===== src/rtl/seg_xlate_pkg.sv =====
package seg_xlate_pkg;

  typedef enum logic [1:0] {
    CAUSE_NONE   = 2'd0,
    CAUSE_UNUSED = 2'd1,
    CAUSE_BOUND  = 2'd2,
    CAUSE_PERM   = 2'd3
  } xl_cause_e;

  localparam int PERM_RD = 0;
  localparam int PERM_WR = 1;

  // Lowest code wins when several faults apply.
  function automatic xl_cause_e pick_cause(input logic used,
                                           input logic in_range,
                                           input logic allowed);
    if (!used)          return CAUSE_UNUSED;
    else if (!in_range) return CAUSE_BOUND;
    else if (!allowed)  return CAUSE_PERM;
    else                return CAUSE_NONE;
  endfunction

endpackage


===== src/rtl/seg_table.sv =====
module seg_table #(
  parameter int SEG_BITS = 2,
  parameter int PA_BITS  = 16,
  parameter int LEN_BITS = 13
) (
  input  logic                clk,
  input  logic                rst_n,
  input  logic                wr_en,
  input  logic [SEG_BITS-1:0] wr_idx,
  input  logic [PA_BITS-1:0]  wr_base,
  input  logic [LEN_BITS-1:0] wr_len,
  input  logic [1:0]          wr_perm,
  input  logic                wr_used,
  input  logic [SEG_BITS-1:0] rd_idx,
  output logic [PA_BITS-1:0]  rd_base,
  output logic [LEN_BITS-1:0] rd_len,
  output logic [1:0]          rd_perm,
  output logic                rd_used
);
  localparam int NSEG = 1 << SEG_BITS;

  logic [PA_BITS-1:0]  base_q [NSEG];
  logic [LEN_BITS-1:0] len_q  [NSEG];
  logic [1:0]          perm_q [NSEG];
  logic [NSEG-1:0]     used_q;

  for (genvar e = 0; e < NSEG; e++) begin : g_entry
    logic hit;
    assign hit = wr_en && (wr_idx == SEG_BITS'(e));
    always_ff @(posedge clk) begin
      if (!rst_n) begin
        base_q[e] <= '0;
        len_q[e]  <= '0;
        perm_q[e] <= '0;
        used_q[e] <= 1'b0;
      end else if (hit) begin
        base_q[e] <= wr_base;
        len_q[e]  <= wr_len;
        perm_q[e] <= wr_perm;
        used_q[e] <= wr_used;
      end
    end
  end

  // Reads see the registered contents: a same-cycle write is not yet visible.
  assign rd_base = base_q[rd_idx];
  assign rd_len  = len_q[rd_idx];
  assign rd_perm = perm_q[rd_idx];
  assign rd_used = used_q[rd_idx];

  AST_WRITE_LANDS: assert property (@(posedge clk) disable iff (!rst_n)
    wr_en |=> (base_q[$past(wr_idx)] == $past(wr_base)) &&
              (used_q[$past(wr_idx)] == $past(wr_used)));

endmodule


===== src/rtl/seg_check.sv =====
module seg_check
  import seg_xlate_pkg::*;
#(
  parameter int OFF_BITS = 12,
  parameter int PA_BITS  = 16,
  parameter int LEN_BITS = 13
) (
  input  logic [OFF_BITS-1:0] offset,
  input  logic                is_write,
  input  logic [PA_BITS-1:0]  base,
  input  logic [LEN_BITS-1:0] len,
  input  logic [1:0]          perm,
  input  logic                used,
  output logic                in_range,
  output logic                allowed,
  output xl_cause_e           cause,
  output logic [PA_BITS-1:0]  paddr
);

  // Offset is zero-extended; the sum wraps at the physical width.
  function automatic logic [PA_BITS-1:0] calc_paddr(input logic [PA_BITS-1:0] b,
                                                    input logic [OFF_BITS-1:0] o);
    return b + PA_BITS'(o);
  endfunction

  assign in_range = LEN_BITS'(offset) < len;
  assign allowed  = is_write ? perm[PERM_WR] : perm[PERM_RD];
  assign cause    = pick_cause(used, in_range, allowed);
  assign paddr    = calc_paddr(base, offset);

endmodule


===== src/rtl/seg_xlate_top.sv =====
module seg_xlate_top
  import seg_xlate_pkg::*;
#(
  parameter int SEG_BITS = 2,
  parameter int OFF_BITS = 12,
  parameter int PA_BITS  = 16
) (
  input  logic                         clk,
  input  logic                         rst_n,
  input  logic                         req_valid,
  input  logic [SEG_BITS+OFF_BITS-1:0] req_vaddr,
  input  logic                         req_write,
  input  logic                         tbl_we,
  input  logic [SEG_BITS-1:0]          tbl_idx,
  input  logic [PA_BITS-1:0]           tbl_base,
  input  logic [OFF_BITS:0]            tbl_len,
  input  logic [1:0]                   tbl_perm,
  input  logic                         tbl_used,
  output logic                         rsp_valid,
  output logic [PA_BITS-1:0]           rsp_paddr,
  output logic                         rsp_fault,
  output logic [1:0]                   rsp_cause
);
  localparam int VA_BITS  = SEG_BITS + OFF_BITS;
  localparam int LEN_BITS = OFF_BITS + 1;

  logic [SEG_BITS-1:0] seg_sel;
  logic [OFF_BITS-1:0] seg_off;
  assign seg_sel = req_vaddr[VA_BITS-1:OFF_BITS];
  assign seg_off = req_vaddr[OFF_BITS-1:0];

  logic [PA_BITS-1:0]  ent_base;
  logic [LEN_BITS-1:0] ent_len;
  logic [1:0]          ent_perm;
  logic                ent_used;

  seg_table #(.SEG_BITS(SEG_BITS), .PA_BITS(PA_BITS), .LEN_BITS(LEN_BITS)) u_table (
    .clk     (clk),
    .rst_n   (rst_n),
    .wr_en   (tbl_we),
    .wr_idx  (tbl_idx),
    .wr_base (tbl_base),
    .wr_len  (tbl_len),
    .wr_perm (tbl_perm),
    .wr_used (tbl_used),
    .rd_idx  (seg_sel),
    .rd_base (ent_base),
    .rd_len  (ent_len),
    .rd_perm (ent_perm),
    .rd_used (ent_used)
  );

  logic               chk_in_range;
  logic               chk_allowed;
  xl_cause_e          chk_cause;
  logic [PA_BITS-1:0] chk_paddr;

  seg_check #(.OFF_BITS(OFF_BITS), .PA_BITS(PA_BITS), .LEN_BITS(LEN_BITS)) u_check (
    .offset   (seg_off),
    .is_write (req_write),
    .base     (ent_base),
    .len      (ent_len),
    .perm     (ent_perm),
    .used     (ent_used),
    .in_range (chk_in_range),
    .allowed  (chk_allowed),
    .cause    (chk_cause),
    .paddr    (chk_paddr)
  );

  logic req_ok;
  logic req_bad;
  assign req_ok  = req_valid && (chk_cause == CAUSE_NONE);
  assign req_bad = req_valid && (chk_cause != CAUSE_NONE);

  always_ff @(posedge clk) begin
    if (!rst_n) begin
      rsp_valid <= 1'b0;
      rsp_paddr <= '0;
      rsp_fault <= 1'b0;
      rsp_cause <= CAUSE_NONE;
    end else begin
      rsp_valid <= req_valid;
      rsp_paddr <= req_ok ? chk_paddr : '0;
      rsp_fault <= req_bad;
      rsp_cause <= req_valid ? chk_cause : CAUSE_NONE;
    end
  end

  AST_RSP_FOLLOWS_REQ: assert property (@(posedge clk) disable iff (!rst_n)
    req_valid |=> rsp_valid);
  AST_IDLE_QUIET: assert property (@(posedge clk) disable iff (!rst_n)
    !rsp_valid |-> (rsp_cause == 2'd0) && (rsp_paddr == '0) && !rsp_fault);
  AST_FAULT_HAS_CAUSE: assert property (@(posedge clk) disable iff (!rst_n)
    rsp_fault == (rsp_cause != 2'd0));
  AST_FAULT_ZERO_ADDR: assert property (@(posedge clk) disable iff (!rst_n)
    rsp_fault |-> (rsp_paddr == '0));
  AST_BOUND_REAL: assert property (@(posedge clk) disable iff (!rst_n)
    (req_valid && chk_cause == CAUSE_BOUND) |-> (ent_used && !chk_in_range));
  AST_OK_CLEAN: assert property (@(posedge clk) disable iff (!rst_n)
    (req_valid && chk_cause == CAUSE_NONE) |-> (ent_used && chk_in_range && chk_allowed));
  AST_UNUSED_FIRST: assert property (@(posedge clk) disable iff (!rst_n)
    (req_valid && !ent_used) |=> (rsp_cause == 2'd1));

endmodule


===== config.mk =====
export PLATFORM = sky130hd
export DESIGN_NAME = seg_xlate_top
export DESIGN_NICKNAME = d
export VERILOG_FILES = /design/src/rtl/seg_xlate_pkg.sv /design/src/rtl/seg_table.sv /design/src/rtl/seg_check.sv /design/src/rtl/seg_xlate_top.sv
export SDC_FILE = /design/constraint.sdc
export NUM_CORES = 1
export LEC_CHECK = 0
export BUFFER_PORTS_ARGS = -buffer_cell sky130_fd_sc_hd__buf_2
export CAP_MARGIN = 40
export CORE_ASPECT_RATIO = 1.25
export CORE_UTILIZATION = 45
export CTS_BUF_LIST = sky130_fd_sc_hd__clkbuf_8
export CTS_CLUSTER_DIAMETER = 80
export DETAILED_ROUTE_END_ITERATION = 6
export HOLD_SLACK_MARGIN = 0.02
export MAX_ROUTING_LAYER = met4
export PLACE_DENSITY = 0.76
export SYNTH_ARGS = -nofsm -noshare
export SYNTH_HDL_FRONTEND = slang
export SYNTH_HIERARCHICAL = 1
export SYNTH_SLANG_ARGS = --single-unit
export TNS_END_PERCENT = 20

===== constraint.sdc =====
create_clock -name clk -period 3.6 [get_ports clk]
set_clock_uncertainty 0.1 [all_clocks]
set_input_delay 0.18 -clock clk [delete_from_list [all_inputs] [get_ports clk]]
set_output_delay 0.18 -clock clk [all_outputs]
set_load 0.01 [all_outputs]

## After elaboration in Yosys (flattened, before gate mapping)

Memory sizes are Yosys's and may differ from the RTL's.
Index checks and enable logic that the tools add are counted.

- Register bits: 24
- Bits in latches: 0
- RAM bits: 124
- Memory bits (read-only): 0
- Memories kept: 3

- $add $sub $neg: 1
- $mul: 0
- Divide/modulo/power cells: 0
- $lt $le $gt $ge: 2
- Eq/ne operators: 3
- Shifts and indexed selects: 0
- Muxes and demuxes: 31
- Bitwise logic cells: 12
- Reductions and logical operators: 11

Memory list:

| name | words | bits a word | read ports | clocked after memory_dff | wr ports | line | source |
|---|---|---|---|---|---|---|---|
| u_table.base_q | 4 | 16 | 1 | 0 | 4 | seg_table.sv:22 | `logic [PA_BITS-1:0] base_q [NSEG];` |
| u_table.len_q | 4 | 13 | 1 | 0 | 4 | seg_table.sv:23 | `logic [LEN_BITS-1:0] len_q [NSEG];` |
| u_table.perm_q | 4 | 2 | 1 | 0 | 4 | seg_table.sv:24 | `logic [1:0] perm_q [NSEG];` |

Operators by type and width:

| cell | number |
|---|---|
| two-way mux 16 bit | 4 |
| two-way mux 13 bit | 4 |
| adder 16 x 12 -> 16 bit | 1 |
| two-way mux 1 bit | 15 |
| two-way mux 2 bit | 7 |
| less-than comparator 12 x 13 -> 1 bit | 1 |
| bitwise OR 1 bit | 12 |
| logical AND 1 bit | 6 |
| equality test 2 bit, second input constant | 2 |
| logical NOT 2 bit | 2 |
| AND reduction 2 bit | 2 |
| less-than comparator 2 x 3 -> 1 bit, second input constant | 1 |
| binary-select mux 1 bit (select 2 bit) | 1 |
| equality test 2 x 1 -> 1 bit, second input constant | 1 |
| nonzero test 2 bit | 1 |

## Depth between registers and ports, before layout

Gate-level depths: netlist of run 1.
An unclocked memory read counts as a cell.

- Depth in word-level cells: 8
- Depth in mapped cells: 13
- Gate-level depth less buffers: 10

## By module

The synthesis of run 1 kept the hierarchy.

Modules (own cells, without submodules):

| module | times used | cells an instance | area each (sq um) |
|---|---|---|---|
| seg_table | 1 | 364 | 5,461.5 |
| seg_check | 1 | 148 | 1,049.8 |
| seg_xlate_top | 1 | 42 | 571.8 |

## Worst setup path before layout of run 1

Ideal clock, no wire load.

- Path kind: input -> register
- From: input req_vaddr[12]
- To: register rsp_paddr[0]
- Library setup time: 0.116 ns
- Arrival: 2.845 ns
- Required time: 3.384 ns
- Path slack: 0.539 ns
- Cell stages on the path: 13
- Path buffers: 3
- Cells stage by stage: buf_6 > buf_12 > mux4_2 > inv_1 > ha_1 > a21o_1 > a211oi_2 > nor3_1 > or4_1 > o211ai_2 > and4bb_4 > buf_6 > and2_2

- Elaborated cells between the ends (all ways): 14
- Those cells by class: add/sub (1); order compare (1); mux (6); reduce/logical (3); memory (3)

RTL lines:

| item | line | source |
|---|---|---|
| from (decl) | seg_xlate_top.sv:11 | `input logic [SEG_BITS+OFF_BITS-1:0] req_vaddr,` |
| memory read (4 x 13 bit) | - |  |
| via ent_len[9] | seg_xlate_top.sv:33 | `logic [LEN_BITS-1:0] ent_len;` |
| less-than comparator 12 x 13 -> 1 bit | seg_check.sv:26 | `assign in_range = LEN_BITS'(offset) < len;` |
| two-way mux 2 bit | seg_xlate_pkg.sv:18 | `else if (!in_range) return CAUSE_BOUND;` |
| two-way mux 2 bit | seg_xlate_pkg.sv:17 | `if (!used) return CAUSE_UNUSED;` |
| via chk_cause[0] | seg_xlate_top.sv:55 | `xl_cause_e chk_cause;` |
| logical NOT 2 bit | seg_xlate_top.sv:73 | `assign req_ok = req_valid && (chk_cause == CAUSE_NONE);` |
| logical AND 1 bit | seg_xlate_top.sv:73 |  |
| AND reduction 2 bit (no line) | - |  |
| to (signal assigned) | seg_xlate_top.sv:84 | `rsp_paddr <= req_ok ? chk_paddr : '0;` |
| to (decl) | seg_xlate_top.sv:20 | `output logic [PA_BITS-1:0] rsp_paddr,` |

The timed path passes the listed nets, and every way through them passes these cells. The select of a mux whose other input is x is not followed.
A chain may end at the register's enable or synchronous reset.

## Worst setup path in the final report of run 1

- From: memory u_table.len_q[2][9]
- To: register rsp_paddr[12]

- Word-level cells in the longest chain between the ends: 7

Ends and longest elaborated chain:

| item | line |
|---|---|
| from (decl) | seg_table.sv:23 |
| memory read (4 x 13 bit) | - |
| via ent_len[9] | seg_xlate_top.sv:33 |
| less-than comparator 12 x 13 -> 1 bit | seg_check.sv:26 |
| two-way mux 2 bit | seg_xlate_pkg.sv:18 |
| two-way mux 2 bit | seg_xlate_pkg.sv:17 |
| via chk_cause[1] | seg_xlate_top.sv:55 |
| logical NOT 2 bit | seg_xlate_top.sv:73 |
| logical AND 1 bit | seg_xlate_top.sv:73 |
| AND reduction 2 bit (no line) | - |

The timed path passes the listed nets, and every way through them passes these cells.

==> results.md, run 1 <==
* Hold Fails Final Rpt at 0
* WP data arrival at 3.35 ns
* DR vias at 4,636
* Slew Viols, Final at 0
* Crit start category: flop
* Chip Width at 114.0 um
* Grt ovf at 0
* Syn-to-layout area delta at 13.60%
* Final core utilization at 52.94%
* Synth warnings at 6
* Final nets at 704
* Initial cell density of the core at 46.60%
* Fill cell count at 1,326
* Largest net degree at the start of global routing at 45
* Avg Inst Size Synth at 12.85 um2
* Required time worst endpoint at 3.89 ns
* Pleak at 3.076 nW
* Port Buffers at 72
* Htree depth at 4
* Sw power at 0.9673 mW
* Clock Sink Count at 148
* Fin Setup TNS at 0 ns
* Vias in the first global route at 4,719
* HP Start: tbl_base[14]
* Multi-input gate area at 2594 um2
* DRC viols at 0
* DRT Pass-1 Iters at 4
* Post-CTS Setup Inserts at 0
* Detailed Route Iter0 Violations at 351
* Max Freq at 326.5 MHz
* Share of cells above drive strength 1 at 26.25%
* Max Cap Violations at 0
* CTS tree: yes
* RSZ-0062 raised after global routing: no
* CP startpoint: u_table/len_q[2][9]
* Routed len/inst at 17.96 um
* Initial antenna violation count at 0
* DRT antenna net count at 0
* Clock group share of total power at 32.7%
* Sequential power share at 52.6%
* Rel. slew slack at 43.45%
* Minimum clock period at 3.063 ns
* Maximum vdd drop at 0.2035 mV
* Crit Path Max Fanout at 16
* Syn_nets at 626
* DR vias/cell at 5.467
* Synth Cell Area at 7056 um2
* Status: complete, no violations
* Worst flop-to-flop path endpoint: rsp_paddr[12]
* Min-Delay Path Class: input port to flop
* Cell Rows at 50
* Length in cells of the worst reg-to-reg path at 10
* Placeable core region at 15,140 um2
* Clock Path Buffers at 2
* Hold depth at 3
* Pwr per Cell Area at 473.1 nW/um2
* Combinational power share at 14.7%
* Clock Root Buffer: clkbuf_8
* Post-route cell area at 8015 um2
* Crit Path Class: flop to flop
* Die Y-Extent at 142.0 um
* Syn Inst Count at 549
* WHS Endpoint: u_table/base_q[0][14]
* Clock Latency Late Sink at 0.44 ns
* Sw Ratio at 25.51%
* Period utilisation layout at 85.09%
* Detailed Place HPWL at 10.38 mm
* Final count of negative-setup-slack endpoints at 0
* Critical path endpoint category: flop
* Worst r2r src: u_table/len_q[2][9]
* I/O pins at 73
* Worst-margin pin slew at 0.8483 ns
* Register area at 4204 um2
* FF-to-FF setup slack at 0.54 ns
* Global-route wire length before repair at 23.74 mm
* Routability Congestion at 0.8568
* Clock slew at reported path FFs at 0.08 ns
* # diodes at 0
* Tot GR Track Use at 20.45%
* Full die area at 16,190 um2
* Internal at 2.825 mW
* Cts bufs inserted at 17
* Post-DP Area at 7565 um2
* Overall routed net length at 15.23 mm
## critical path, stage by stage (launching register included)
cell      delay (ns)
edfxtp_1        0.38
mux4_2          0.49
inv_1           0.08
ha_1            0.23
a21o_1          0.19
a211oi_2        0.21
nor3_1          0.10
or3_2           0.46
o311a_2         0.16
and4bb_4        0.44
and2_2          0.17
## per-stage QoR
step                hold WS, ns  worst slack (ns)  instances  power, mW
floorplan                0.2245            0.5496        549      2.425
global placement         0.3465            0.4112        810      2.560
detailed placement       0.3516            0.3102        810      2.585
CTS                     0.03179            0.5260        848      3.818
global route            0.04736            0.3616        848      3.948
finish                  0.05169            0.5369        848      3.792
## metal layers
metal	global-route usage (%)	up-vias	routed length, um
met1	23.52	2254	6067
met5	-	-	0
met4	9.296	0	448
met2	34.74	188	7800
met3	3.790	44	910
li1	-	2150	-
## how the worst max path moves through the flow
stage	to	slack, ns
2_1_floorplan	rsp_paddr[0]	0.55
3_3_place_gp	rsp_paddr[14]	0.41
3_5_place_dp	rsp_paddr[12]	0.31
4_1_cts	rsp_paddr[12]	0.53
5_1_grt	rsp_paddr[6]	0.36
6_report	rsp_paddr[12]	0.54
## state kept, by name, indices dropped and copies added (netlist names)
| signal | flops |
|---|---|
| u_table/base_q | 64 |
| rsp_cause | 2 |
| u_table/used_q | 4 |
| u_table/len_q | 52 |
| rsp_valid | 1 |
| u_table/perm_q | 8 |
| rsp_paddr | 16 |
| rsp_fault | 1 |
## power by group through the flow
stage               clock, mW  sequential (mW)  combinational [mW]
floorplan                   0             2.02               0.401
global placement            0             2.03               0.534
detailed placement          0             2.04               0.549
CTS                      1.26             2.00               0.555
global route             1.33             2.00               0.611
finish                   1.24             2.00               0.556
## final cells by class
class / count / area share, %
flip-flops and latches: 148 / 52.45
multi-input cells: 356 / 32.36
repair buffers: 91 / 6.463
well taps: 208 / 3.247
clock buffers: 17 / 2.919
clock inverters: 15 / 1.951
inverters: 13 / 0.6088
## repair_timing
item / in CTS / in global routing
resized for setup: 0 / 0
endpoints found under the hold margin: 8 / 0
hold buffers: 6 / 0
## cell usage in the layout (no fill, tap or decap), types with 6 or more instances in the layout
| master | count |
|---|---|
| clkinv_4 | 6 |
| clkbuf_8 | 17 |
| inv_1 | 13 |
| dfxtp_1 | 24 |
| xor2_1 | 6 |
| xnor2_1 | 6 |
| nand2_1 | 19 |
| and2_2 | 13 |
| mux4_2 | 30 |
| buf_2 | 72 |
| ha_1 | 23 |
| a21oi_1 | 13 |
| nor2_1 | 135 |
| nand3_1 | 38 |
| buf_4 | 13 |
| o21ai_0 | 7 |
| dlygate4sd3_1 | 6 |
| edfxtp_1 | 124 |
(Power assumes the default switching activity.)
==> run 2: changes to the inputs <==
- CORE_ASPECT_RATIO: 1.25 -> default
- PLACE_DENSITY: 0.76 -> 0.61
==> run 2 against run 1 <==
Effect of this change:
- worst setup slack got worse by 0.0091 ns
- design area increased by 1.2%
- combinational power increased by 0.9%
- final cell count increased by 0.24%
- sequential power about the same
- utilization increased by 0.22 points
- total power increased by 7.4%
- highest routed layer unchanged
==> results.md, run 2 (synthesized netlist as in run 1, its figures left out) <==
* Grt ovf at 0 (unchanged)
* Routed len/inst at 18.74 um (+4.4%)
* Pleak at 3.126 nW (+1.6%)
* Slew Viols, Final at 0 (unchanged)
* DR vias at 4,662 (+0.56%)
* Most common cell after layout, fill and taps aside: nor2_1
* Largest net degree at the start of global routing at 45 (unchanged)
* CTS resizes at 0 (unchanged)
* Crit start category: flop
* Vias in the first global route at 4,846 (+2.7%)
* Max Freq at 325.5 MHz (-0.29%)
* DRT antenna net count at 0 (unchanged)
* Detailed Place HPWL at 10.32 mm (-0.60%)
* Final nets at 703 (-0.14%)
* Worst-margin pin slew at 0.9051 ns (+0.05681 ns)
* RSZ-0062 raised after global routing: no
* Clock slew at reported path FFs at 0.08 ns (about the same)
* Port Buffers at 72 (unchanged)
* Placed cells at 812 (+0.25%)
* Clock Sink Count at 148 (unchanged)
* Period utilisation layout at 85.34% (+0.25 points)
* Clock Path Buffers at 2 (unchanged)
* Post-CTS Setup Inserts at 0 (unchanged)
* Worst r2r src: u_table/len_q[1][9]
* Min-Delay Path Class: input port to flop
* Maximum vdd drop at 0.2324 mV (+14%)
* Reg with most FFs: u_table/base_q
* Delay-heaviest family, CP: simple AND/OR/NAND/NOR gates
* Overall routed net length at 15.93 mm (+4.6%)
* Worst Path Buf+Inv at 1 (unchanged)
* Biggest regs: u_table/base_q x64, u_table/len_q x52, rsp_paddr x16
* DRT Pass-1 Iters at 4 (unchanged)
* DRC viols at 0 (unchanged)
* Hold Fails Final Rpt at 0 (unchanged)
* CTS tree: yes
* WP data arrival at 3.32 ns (-0.03 ns)
* Htree depth at 4 (unchanged)
* Required time worst endpoint at 3.85 ns (-0.04 ns)
* # diodes at 0 (unchanged)
* Max Cap Violations at 0 (unchanged)
* CP max stage cell: or4_1
* DR vias/cell at 5.485 (+0.32%)
* Commonest non-fill, non-tap cells in the layout: nor2_1, edfxtp_1, buf_2
* Initial cell density of the core at 46.24% (-0.36 points)
* Pwr Total at 4.073 mW (+7.4%)
* Detailed Route Iter0 Violations at 432 (+23%)
* Global-route wire length before repair at 25.63 mm (+8.0%)
* I/O pins at 73 (unchanged)
* Initial antenna violation count at 0 (unchanged)
* Chip Width at 127.2 um (+12%)
* Full die area at 16,180 um2 (about the same)
* Pwr per Cell Area at 502.2 nW/um2 (+6.1%)
* Minimum clock period at 3.072 ns (+0.009061 ns)
* HP Start: tbl_base[9]
* Highest cell delay on the worst timing path at 0.50 ns (about the same)
* Syn-to-layout area delta at 14.97%
* Tot GR Track Use at 22.34% (+1.9 points)
* Max reg flops at 64 (unchanged)
* Share of cells above drive strength 1 at 26.29% (+0.041 points)
* Clock Latency Late Sink at 0.45 ns (about the same)
* Cell Rows at 45 (-10%)
* Status: complete, no violations
* Fin cells at 850 (+0.24%)
* Die Y-Extent at 127.2 um (-10%)
* Rel. slew slack at 39.66% (-3.8 points)
* Routability Congestion at 0.8308 (-3.0%)
* CP Cell Sequence: mux4_2 > inv_1 > ha_1 > a21o_1 > a211oi_2 > nor3_1 > or4_1 > o211ai_2 > and4bb_4 > and2_2
* Clock Root Buffer: clkbuf_8
* Cts bufs inserted at 17 (unchanged)
* Final core utilization at 53.16% (+0.22 points)
* Placeable core region at 15,260 um2 (+0.79%)
* Fin Setup TNS at 0 ns (unchanged)
* Final count of negative-setup-slack endpoints at 0 (unchanged)
* CP startpoint: u_table/len_q[1][9]
* Crit Path Max Fanout at 16 (unchanged)
* Crit Path Class: flop to flop
* Critical path endpoint category: flop
==> run 2: per-stage QoR <==
| stage | hold WS, ns | setup slack [ns] | cell area (um2) |
|---|---|---|---|
| 2_1_floorplan | 0.2245 | 0.5496 | 7056 |
| 3_3_place_gp | 0.3509 | 0.4944 | 7579 |
| 3_5_place_dp | 0.3544 | 0.4467 | 7579 |
| 4_1_cts | 0.02469 | 0.5099 | 8112 |
| 5_1_grt | 0.04186 | 0.4017 | 8112 |
| 6_report | 0.04947 | 0.5278 | 8112 |
==> run 2: layout make-up <==
cell class,count,area (um2)
fill,1325,7147
sequential,148,4204
multi-input combinational,356,2599
timing repair buffer,90,523.0
tap,211,264.0
clock buffer,19,261.5
clock inverter,13,211.5
inverter,13,48.80
==> run 2: layer usage <==
metal	GRT usage [%]	share of wire (%)
met4	6.303	0.83
met2	35.16	48
met5	-	0
met1	29.10	45
met3	5.276	6.7
==> run 2: final timing paths <==
| kind | to | slack [ns] | depth (start not counted) |
|---|---|---|---|
| hold reg to reg | u_table/used_q[3] | 0.38 | 2 |
| setup / recovery | rsp_paddr[0] | 0.53 | 10 |
| hold / removal | u_table/base_q[1][9] | 0.05 | 3 |
| setup reg to reg | rsp_paddr[0] | 0.53 | 10 |
==> run 2: repair_timing <==
action / in CTS / in global routing
endpoints found under the hold margin: 9 / 0
hold buffers: 6 / 0
endpoints found under the setup margin: 0 / 0
==> run 2: where the power goes <==
part           total [mW]  internal (mW)  switching, mW  leakage, nW
clock network        1.52          0.919          0.599        0.249
registers            1.99           1.97         0.0270         1.41
logic               0.561          0.239          0.322         1.46
total                4.07           3.13          0.948         3.13
==> run 2: worst reg2reg max path: stages, from the launching register on <==
cell and delay, ns:
edfxtp_1 0.39, mux4_2 0.47, inv_1 0.07, ha_1 0.24, a21o_1 0.20, a211oi_2 0.21, nor3_1 0.10, or4_1 0.50
o211ai_2 0.21, and4bb_4 0.28, and2_2 0.20
